[config.mk]
export PLATFORM = sky130hd
export DESIGN_NAME = line_sync_regen
export DESIGN_NICKNAME = d
export VERILOG_FILES = /design/src/rtl/sync_regen_pkg.sv /design/src/rtl/line_timing_ctl.sv /design/src/rtl/line_timing_dp.sv /design/src/rtl/phase_lock_det.sv /design/src/rtl/line_sync_regen.sv
export SDC_FILE = /design/constraint.sdc
export NUM_CORES = 1
export LEC_CHECK = 0
export ABC_AREA = 0
export BUFFER_PORTS_ARGS = -buffer_cell sky130_fd_sc_hd__buf_4
export CORE_UTILIZATION = 28
export CTS_CLUSTER_DIAMETER = 100
export DETAILED_ROUTE_END_ITERATION = 8
export HOLD_SLACK_MARGIN = 0.1
export PLACE_DENSITY = 0.54
export SYNTH_ARGS = -nofsm -noshare
export SYNTH_HDL_FRONTEND = slang
export SYNTH_SLANG_ARGS = --single-unit
[constraint.sdc]
create_clock -name clk -period 8.75 [get_ports clk]
set_input_delay 2.625 -clock clk [delete_from_list [all_inputs] [get_ports clk]]
set_output_delay 2.625 -clock clk [all_outputs]
set_load 0.005 [all_outputs]
[src/rtl/sync_regen_pkg.sv]
package sync_regen_pkg;

  // Strobes from the line control to the line datapath.
  typedef struct packed {
    logic restartLine;  // counter is at its terminal value
    logic pulseOn;      // start the local sync pulse next cycle
    logic pulseEnd;     // last cycle of the local sync pulse
  } lineStrobe_t;

endpackage

[src/rtl/line_timing_ctl.sv]
module line_timing_ctl
  import sync_regen_pkg::*;
#(
  parameter int CNT_W = 10
) (
  input  logic [CNT_W-1:0] pixCnt,
  input  logic [CNT_W-1:0] pulseLeft,
  input  logic             hsyncReg,
  input  logic [CNT_W-1:0] lineTotal,
  input  logic [CNT_W-1:0] pulseStart,
  input  logic [CNT_W-1:0] pulseWidth,
  output lineStrobe_t      strobe
);

  logic widthNonZero;

  always_comb begin
    widthNonZero       = (pulseWidth != '0);
    strobe.restartLine = (pixCnt == lineTotal);
    strobe.pulseOn     = widthNonZero && (pixCnt == pulseStart);
    strobe.pulseEnd    = hsyncReg && (pulseLeft == '0) && !strobe.pulseOn;
  end

endmodule

[src/rtl/line_timing_dp.sv]
module line_timing_dp
  import sync_regen_pkg::*;
#(
  parameter int CNT_W = 10
) (
  input  logic             clk,
  input  logic             rst_n,
  input  lineStrobe_t      strobe,
  input  logic [CNT_W-1:0] pulseWidth,
  output logic [CNT_W-1:0] pixCnt,
  output logic [CNT_W-1:0] pulseLeft,
  output logic             hsyncReg
);

  localparam logic [CNT_W-1:0] ONE = CNT_W'(1);

  // Pixel counter along the line.
  always_ff @(posedge clk) begin
    if (!rst_n)                  pixCnt <= '0;
    else if (strobe.restartLine) pixCnt <= '0;
    else                         pixCnt <= pixCnt + ONE;
  end

  // Pulse shaper: a register set by the start strobe, held by a down-counter.
  always_ff @(posedge clk) begin
    if (!rst_n) begin
      hsyncReg  <= 1'b0;
      pulseLeft <= '0;
    end else if (strobe.pulseOn) begin
      hsyncReg  <= 1'b1;
      pulseLeft <= pulseWidth - ONE;
    end else if (strobe.pulseEnd) begin
      hsyncReg  <= 1'b0;
    end else if (hsyncReg) begin
      pulseLeft <= pulseLeft - ONE;
    end
  end

endmodule

[src/rtl/phase_lock_det.sv]
module phase_lock_det #(
  parameter int CNT_W      = 10,
  parameter int LOCK_LINES = 16,
  parameter int TOL        = 1
) (
  input  logic clk,
  input  logic rst_n,
  input  logic csyncN,
  input  logic hsyncReg,
  output logic phaseUp,
  output logic phaseDown,
  output logic locked
);

  localparam int RUN_W  = CNT_W + 1;
  localparam int LOCK_W = $clog2(LOCK_LINES + 1);
  localparam logic [RUN_W-1:0]  RUN_MAX  = '1;
  localparam logic [RUN_W-1:0]  TOL_V    = RUN_W'(TOL);
  localparam logic [LOCK_W-1:0] LOCK_TOP = LOCK_W'(LOCK_LINES);

  logic csMeta, csSync, csPrev, hsPrev;
  logic refEdge, locEdge, upNext, downNext, resolve, overErr, goodLine;
  logic [RUN_W-1:0]  runLen, lineErr;
  logic [LOCK_W-1:0] goodCnt, goodNext;

  // Two-stage synchronizer plus edge history; idle level is high.
  always_ff @(posedge clk) begin
    if (!rst_n) begin
      csMeta <= 1'b1;
      csSync <= 1'b1;
      csPrev <= 1'b1;
      hsPrev <= 1'b0;
    end else begin
      csMeta <= csyncN;
      csSync <= csMeta;
      csPrev <= csSync;
      hsPrev <= hsyncReg;
    end
  end

  always_comb begin
    refEdge  = csPrev && !csSync;
    locEdge  = hsyncReg && !hsPrev;
    upNext   = phaseUp || refEdge;
    downNext = phaseDown || locEdge;
    resolve  = upNext && downNext;
    lineErr  = runLen + RUN_W'(phaseUp || phaseDown);
    overErr  = (lineErr > TOL_V);
    goodLine = resolve && !overErr;
    if (overErr || (resolve && !goodLine))
      goodNext = '0;
    else if (goodLine && (goodCnt != LOCK_TOP))
      goodNext = goodCnt + LOCK_W'(1);
    else
      goodNext = goodCnt;
  end

  always_ff @(posedge clk) begin
    if (!rst_n) begin
      phaseUp   <= 1'b0;
      phaseDown <= 1'b0;
      runLen    <= '0;
      goodCnt   <= '0;
      locked    <= 1'b0;
    end else begin
      phaseUp   <= upNext && !resolve;
      phaseDown <= downNext && !resolve;
      if (resolve)
        runLen <= '0;
      else if ((phaseUp || phaseDown) && (runLen != RUN_MAX))
        runLen <= runLen + RUN_W'(1);
      goodCnt <= goodNext;
      locked  <= (goodNext == LOCK_TOP);
    end
  end

endmodule

[src/rtl/line_sync_regen.sv]
module line_sync_regen
  import sync_regen_pkg::*;
#(
  parameter int CNT_W      = 10,
  parameter int LOCK_LINES = 16,
  parameter int TOL        = 1
) (
  input  logic             clk,
  input  logic             rst_n,
  input  logic             csyncN,
  input  logic [CNT_W-1:0] lineTotal,
  input  logic [CNT_W-1:0] pulseStart,
  input  logic [CNT_W-1:0] pulseWidth,
  output logic             hsyncOut,
  output logic             phaseUp,
  output logic             phaseDown,
  output logic             locked
);

  lineStrobe_t      strobe;
  logic [CNT_W-1:0] pixCnt, pulseLeft;
  logic             hsyncReg;

  line_timing_ctl #(.CNT_W(CNT_W)) u_ctl (
    .pixCnt(pixCnt), .pulseLeft(pulseLeft), .hsyncReg(hsyncReg),
    .lineTotal(lineTotal), .pulseStart(pulseStart), .pulseWidth(pulseWidth),
    .strobe(strobe)
  );

  line_timing_dp #(.CNT_W(CNT_W)) u_dp (
    .clk(clk), .rst_n(rst_n), .strobe(strobe), .pulseWidth(pulseWidth),
    .pixCnt(pixCnt), .pulseLeft(pulseLeft), .hsyncReg(hsyncReg)
  );

  phase_lock_det #(.CNT_W(CNT_W), .LOCK_LINES(LOCK_LINES), .TOL(TOL)) u_pld (
    .clk(clk), .rst_n(rst_n), .csyncN(csyncN), .hsyncReg(hsyncReg),
    .phaseUp(phaseUp), .phaseDown(phaseDown), .locked(locked)
  );

  assign hsyncOut = hsyncReg;

endmodule

Word-level counts from Yosys, hierarchy flattened
Index checks and enable logic that the tools add are counted.
- output and inout port bits: 4
- register bits after elaboration: 44
- bits of input ports: 33
- logic and storage cells: 62
- bitwise logic cells: 1
- magnitude comparators: 1
- reductions and logical operators: 29
- equality and inequality tests: 6
- add/subtract/negate cells: 6
- mux-type cells: 7
- operator list (operator ; count):
    2-to-1 mux 10 bit ; 3
    equality test 10 bit ; 2
    subtractor 10 x 1 -> 10 bit, second input constant ; 2
    logical AND 1 bit ; 12
    adder 11 x 1 -> 11 bit ; 1
    adder 11 x 1 -> 11 bit, second input constant ; 1
    > comparator 11 x 1 -> 1 bit, second input constant ; 1
    inequality test 11 bit, second input constant ; 1
    adder 10 x 1 -> 10 bit, second input constant ; 1
    logical NOT 10 bit ; 1
    2-to-1 mux 5 bit ; 2
    nonzero test 10 bit ; 1
    logical NOT 1 bit ; 6
    adder 5 x 1 -> 5 bit, second input constant ; 1
    equality test 5 bit, second input constant ; 1
    inequality test 5 bit, second input constant ; 1
    logical OR 1 bit ; 4
    nonzero test 2 bit ; 2
    OR reduction 2 bit ; 2
    2-to-1 mux 1 bit ; 2
    inequality test 2 x 1 -> 1 bit, second input constant ; 1
    AND reduction 2 bit ; 1
    inverter 1 bit ; 1

Longest topological paths before layout
Gate-level depths: netlist of the first run.
- word-level depth: 10
- depth in mapped cells: 14
- mapped depth without buffers: 12

By module
From an unflattened synthesis of the first run, not the netlist that was laid out.
- cells, all modules: 315
- area total of the unflattened synthesis: 2755.1 um2
- by module, submodules not included (module ; seq. area each (um2) ; cells an instance ; times used ; area each (um2)):
    phase_lock_det ; 460.4 ; 141 ; 1 ; 1257.5
    line_timing_dp ; 420.4 ; 138 ; 1 ; 1218.7
    line_timing_ctl ; 0.0 ; 36 ; 1 ; 279.0

Worst setup path before layout of the first run
No wires, ideal clock.
- path kind: input to register
- from: input pulseWidth[1]
- to: register u_dp.pulseLeft[8]
- required time: 8.634 ns
- arrival time: 4.939 ns
- setup slack: 3.694 ns
- cell stages on the path: 13
- path buffers: 1
- setup time: 0.116 ns
- path through: nor4_1 nand3b_1 nor3_1 a21oi_1 buf_2 mux2i_1 ha_1 nor3b_1 nand2_1 nor3_1 xnor2_1 nand2_1 o211a_1
- cells in the longest elaborated chain, start to end: 6
- elaborated cells on any way between the ends: 9
- those cells by class: 1 x add/sub; 1 x eq/ne; 1 x mux; 6 x reduce/logical
- ends and longest elaborated chain (what ; RTL line ; source):
    start, declared ; line_sync_regen.sv:13 ; input logic [CNT_W-1:0] pulseWidth,
    parallel branches: the longest is 6 deep, another holds subtractor 10 x 1 -> 10 bit ; -- ;
    end signal, assigned ; line_timing_dp.sv:31 ; pulseLeft <= pulseWidth - ONE;
    end signal, assigned ; line_timing_dp.sv:35 ; pulseLeft <= pulseLeft - ONE;
    end, declared ; line_timing_dp.sv:11 ; output logic [CNT_W-1:0] pulseLeft,
Several ways; the timed one is not identified.
A chain may end at the register's enable or synchronous reset.

Final worst setup path of the first run
Same ends and word-level chain as after synthesis.

==> results_dict.tcl, run 1 <==
set metrics [dict create \
    status "finished with violations" \
    violations "DRC" \
    hold_class "reg -> reg" \
    avgSynthCellArea_um2 8.89 \
    cts-root-buf "clkbuf_8" \
    drt-wirelength-per-cell_um 12.6 \
    cts.sinks 44 \
    synthMuxAreaShare 0.0114 \
    synth_xor_xnor_area_share 0.169 \
    hold_viol_final 0 \
    critPathSlowestCell "nor4_1" \
    synthAdderAreaFrac 0.0332 \
    clk_pin_slew_worst_paths_ns 0.09 \
    finalSetupViolCount 0 \
    drt-pass1-iter-count 6 \
    placed_cells 431 \
    clock_latency_ns 0.30 \
    slew_headroom 0.365 \
    timing.setup.tns_ns 0 \
    grt_pass1_wl_mm 9.56 \
    drt_iter0_drc 66 \
    place_congestion 0.797 \
    powerDensity_nw_per_um2 128 \
    fmax_mhz 195 \
    criticalPathCategory "in -> reg" \
    num_vias 2138 \
    overflow 0 \
    synth_seq_cells 44 \
    cts-htree-levels 2 \
    cts_hold_buf 0 \
    synth_top_family_by_area "simple AND/OR/NAND/NOR gates" \
    die_w_um 99.1 \
    core_um2 9200 \
    finalPower_uw 395 \
    synth_top_area_frac 0.333 \
    cpPeakStageDelay_ns 0.50 \
    drc 1 \
    synth_compound_area_frac 0.140 \
    io_pins 37 \
    critPathCaptureType "register" \
    fin_crit_ns 5.13 \
    detail_route.vias_per_cell 4.87 \
    rows 35 \
    numCtsBuffers 5 \
    synth_common_cells "dfxtp_1 (44), nor2_1 (36), xor2_1 (28), nand2_1 (24), xnor2_1 (23)" \
    crit_path_cell_trace "buf_4 -> nor4_1 -> nand3b_1 -> nor3_1 -> a21oi_1 -> mux2i_1 -> ha_1 -> nor3b_1 -> nand2_1 -> nor3_1 -> xnor2_1 -> nand2_1 -> o211a_1" \
    dieArea_um2 9830 \
    dp_hpwl_mm 4.27 \
    post-cts-setup-buffer-count 0 \
    cts_resized 0 \
    drtAntennaViolNets 0 \
    post-synth-top-count-cell "dfxtp_1" \
    die_h_um 99.1 \
    diodes 0 \
    worst_pin_slew_ns 0.943 \
    holdWs_ns 0.411 \
    rsz0062_at_grt "no" \
    clock_skew_ns 0.00811 \
    clockBufferDepth 2 \
    setup_slack_ns 3.62 \
    cp_max_fo 5 \
    report.final.slew_viol_count 0 \
    ys_async_sr_fraction 0 \
    final_util 0.335 \
    yosysWarnings 0 \
    post-place-ws_ns 3.27 \
    synth_cell_types 63 \
    required_ns 8.95 \
    place_area_um2 2980 \
    wirelength_mm 5.53 \
    antenna_found_initial 0 \
    ys_seq_area_frac 0.333 \
    syn-cell-area_um2 2640 \
    grt_pass1_vias 2054 \
    area_delta_synth_final_pct 16.8 \
    start_util 0.287 \
    vdd_drop_max_mv 0.0463 \
    grt.total_usage 0.121 \
    cellLeakagePower_nw 1.28 \
    maxCapViolations 0 \
    layout_worst_path_cycle_share 0.586 \
    syn_nets 337 \
    yosys.area_share.simple 0.269 \
    cts_tree "built" \
    synth_top_cell_by_area "dfxtp_1" \
    grt_max_degree 21 \
    syn_inst 297 \
    ys_top_cells_by_area "dfxtp_1 (33%), xor2_1 (9.3%), xnor2_1 (7.6%)" \
    final_cells 439 \
    io_buffers 36 \
    cp_data_arrival_time_ns 5.33 \
    fin_nets 367 \
    synth_edf_count 0 \
    drive_gt1_frac 0.192 \
    ys.flop_type "dfxtp_1" \
    final_area_um2 3080 \
    cp-start-kind "input port" \
]
-- state kept, by name (all words and copies together), names as in the netlist --
| register | count |
|---|---|
| u_dp.pixCnt | 10 |
| u_dp.pulseLeft | 10 |
| u_pld.phaseDown | 1 |
| u_pld.goodCnt | 5 |
| u_pld.csMeta | 1 |
| u_pld.runLen | 11 |
| u_dp.hsyncReg | 1 |
| u_pld.phaseUp | 1 |
| u_pld.csSync | 1 |
| u_pld.hsPrev | 1 |
| u_pld.csPrev | 1 |
| u_pld.locked | 1 |
-- per-layer routing --
layer  vias up  GRT usage  routed length (um)
met1       994      0.163                2700
met3         4     0.0225                 187
met5         -          0                   0
met4         0     0.0339                  49
li1       1103          -                   -
met2        37      0.199                2600
-- path summary, 6_finish.rpt --
check,endpoint,slack [ns],startpoint,cells past startpoint
setup reg to reg,u_dp.pulseLeft[8],5.70,u_dp.pixCnt[1],12
hold / removal,u_pld.csSync,0.41,u_pld.csMeta,1
setup / recovery,u_dp.pulseLeft[8],3.62,pulseWidth[1],13
hold reg to reg,u_pld.csSync,0.41,u_pld.csMeta,1
-- placed cells by master (no fill, tap or decap), types with 3 or more instances in the layout --
cell      Yosys  final
clkbuf_8      0      5
xnor2_1      23     23
ha_1          7      7
dfxtp_1      44     44
nand4_1       7      7
xor2_1       28     28
buf_4         4     38
nor4_1        6      6
nor3_1        9      9
inv_1         7      7
nand3_1      10     10
a21oi_1       7      7
nand2b_1      5      5
o211a_1       6      6
nor2_1       36     36
and3_1        5      5
mux2i_1       3      3
o21ai_0       3      3
and2_1        5      5
nand2_1      24     24
-- worst max-delay path, delay by kind of cell --
kind | cells | cell delay, ns
compound gates | 2 | 0.30
xor+xnor | 1 | 0.14
fa+ha+maj | 1 | 0.28
buf+inv | 1 | 0.12
mux | 1 | 0.18
simple gates | 7 | 1.66
-- power breakdown --
| part | switching, mW | internal (mW) |
|---|---|---|
| sequential | 0.00326 | 0.203 |
| clock | 0.0712 | 0.0849 |
| combinational | 0.0148 | 0.0186 |
| total | 0.0893 | 0.306 |
-- cells by family after synthesis --
group | Yosys count
flip-flops | 44
AND/OR/NAND/NOR | 130
adder cells (fa/ha/maj) | 7
XOR/XNOR | 51
multiplexers | 3
buffers and inverters | 22
AO/OA/AOI/OAI | 40
-- area by class of cell --
| type | count | area (um^2) |
|---|---|---|
| clock buffers | 6 | 72.6 |
| clock inverters | 2 | 35.0 |
| fillers | 966 | 6110 |
| inverters | 7 | 26.3 |
| multi-input cells | 231 | 1650 |
| flip-flops and latches | 44 | 881 |
| well taps | 111 | 139 |
| repair buffers | 38 | 285 |
Power figures use the tool's default switching activity.
==> inputs of run 2 (changes only) <==
- clock period: 8.75 -> 5.2 ns (I/O delays scaled with it)
==> run 2 against run 1 <==
The run still ends with DRC left. Largest power group unchanged. Highest routed layer unchanged. Utilization is 0.068 points lower. Flip-flop and latch count stayed put. Non-clock buffer count is 1 higher. Critical endpoint unchanged.
==> results_dict.tcl, run 2 (synthesis results as in run 1) <==
set metrics [dict create \
    status "finished with violations" \
    violations "DRC" \
    hold_class "reg -> reg" \
    grt_pass1_vias 2028 \
    place_congestion 0.812 \
    cts.sinks 44 \
    clockBufferDepth 2 \
    fin_crit_ns 4.45 \
    die_w_um 99.1 \
    max_flop_register "u_pld.runLen" \
    antenna_found_initial 0 \
    clk_pin_slew_worst_paths_ns 0.09 \
    wirelength_mm 5.28 \
    num_vias 2109 \
    num-fill-cells 979 \
    finalSetupViolCount 0 \
    maxCapViolations 0 \
    die_h_um 99.1 \
    critPathCaptureType "register" \
    post-cts-setup-buffer-count 0 \
    timing.setup.tns_ns 0 \
    dieArea_um2 9830 \
    fmax_mhz 225 \
    area_delta_synth_final_pct 16.5 \
    drc 1 \
    register_area_um2 881 \
    slew_headroom 0.386 \
    core_um2 9200 \
    cellLeakagePower_nw 1.28 \
    finalPower_uw 630 \
    numCtsBuffers 5 \
    cp_max_fo 12 \
    regToRegSetupSlack_ns 1.71 \
    drive_gt1_frac 0.195 \
    diodes 0 \
    largestRegisters "u_pld.runLen (11), u_dp.pixCnt (10), u_dp.pulseLeft (10)" \
    cts_tree "built" \
    report.final.slew_viol_count 0 \
    multiInputGateArea_um2 1650 \
    powerDensity_nw_per_um2 205 \
    drtAntennaViolNets 0 \
    io_buffers 36 \
    holdPathStages 1 \
    overflow 0 \
    cts_resized 0 \
    vdd_drop_max_mv 0.0847 \
    largest_reg_flops 11 \
    drt-wirelength-per-cell_um 12.0 \
    rsz0062_at_grt "no" \
    detail_route.vias_per_cell 4.79 \
    worst_pin_slew_ns 0.911 \
    layout_worst_path_cycle_share 0.856 \
    dp_hpwl_mm 4.11 \
    rr_worst_depth 12 \
    required_ns 5.40 \
    hold_viol_final 0 \
    criticalPathCategory "in -> reg" \
    grt.total_usage 0.116 \
    drt-pass1-iter-count 6 \
    cp-start-kind "input port" \
    rows 35 \
    cp_data_arrival_time_ns 4.65 \
    start_util 0.287 \
    cts-htree-levels 2 \
    layout_common_cells "dfxtp_1 (44), buf_4 (39), nor2_1 (36)" \
    io_pins 37 \
    grt_max_degree 21 \
    grt_pass1_wl_mm 9.15 \
    final_common_cell "dfxtp_1" \
    drt_iter0_drc 56 \
    cts-root-buf "clkbuf_8" \
    clock_latency_ns 0.30 \
    cts_hold_buf 0 \
    clock_skew_ns 0.00503 \
    fin_nets 368 \
]
==> run 2: cell types whose count changed in the layout (fill, tap and decap cells not counted), sizes merged <==
cell / delta
clkinvlp: +1
clkinv: -1
buf: +1
clkbuf: +1
bufinv: -1
==> run 2: layout make-up <==
cell class,instances,area share
flip-flops and latches,44,0.286
inverters,7,0.00854
well taps,111,0.0451
repair buffers,39,0.0951
clock buffers,7,0.0280
clock inverters,1,0.00244
multi-input cells,231,0.535
==> run 2: where the power goes <==
group,switching (mW),internal [mW],leakage (nW),total (mW)
Sequential,0.00539,0.341,0.356,0.346
Clock,0.120,0.108,0.0445,0.228
Combinational,0.0245,0.0314,0.875,0.0559
==> run 2: final timing paths <==
| check | from | endpoint |
|---|---|---|
| max | pulseStart[4] | u_dp.pulseLeft[8] |
| min | u_pld.csMeta | u_pld.csSync |
| max reg2reg | u_dp.pixCnt[4] | u_dp.pulseLeft[8] |
| min reg2reg | u_pld.csMeta | u_pld.csSync |
==> run 2: stage by stage <==
| step | hold slack, ns | instance area (um^2) | setup slack [ns] | cells | utilization |
|---|---|---|---|---|---|
| 2_1_floorplan | 0.386 | 2640 | 1.21 | 297 | - |
| 3_3_place_gp | 0.396 | 2980 | 0.443 | 432 | 0.324 |
| 3_5_place_dp | 0.410 | 2980 | 0.359 | 432 | 0.324 |
| 4_1_cts | 0.431 | 3080 | 0.684 | 440 | 0.335 |
| 5_1_grt | 0.461 | 3080 | 0.378 | 440 | 0.335 |
| 6_report | 0.425 | 3080 | 0.747 | 440 | 0.335 |
==> run 2: per-layer routing <==
| layer | vias to the layer above | track usage | wire length (um) |
|---|---|---|---|
| met1 | 962 | 0.151 | 2560 |
| li1 | 1105 | - | - |
| met5 | - | 0 | 0 |
| met4 | 0 | 0.0373 | 27 |
| met2 | 39 | 0.191 | 2480 |
| met3 | 3 | 0.0260 | 222 |
==> run 2: critical path, stage by stage <==
cell and delay (ns):
buf_4 0.11, xor2_1 0.14, nor4_1 0.32, nand4_1 0.23, a21oi_1 0.73, mux2i_1 0.27
ha_1 0.28, nor3b_1 0.31, nand2_1 0.13, nor3_1 0.18, xnor2_1 0.14, nand2_1 0.07
o211a_1 0.16
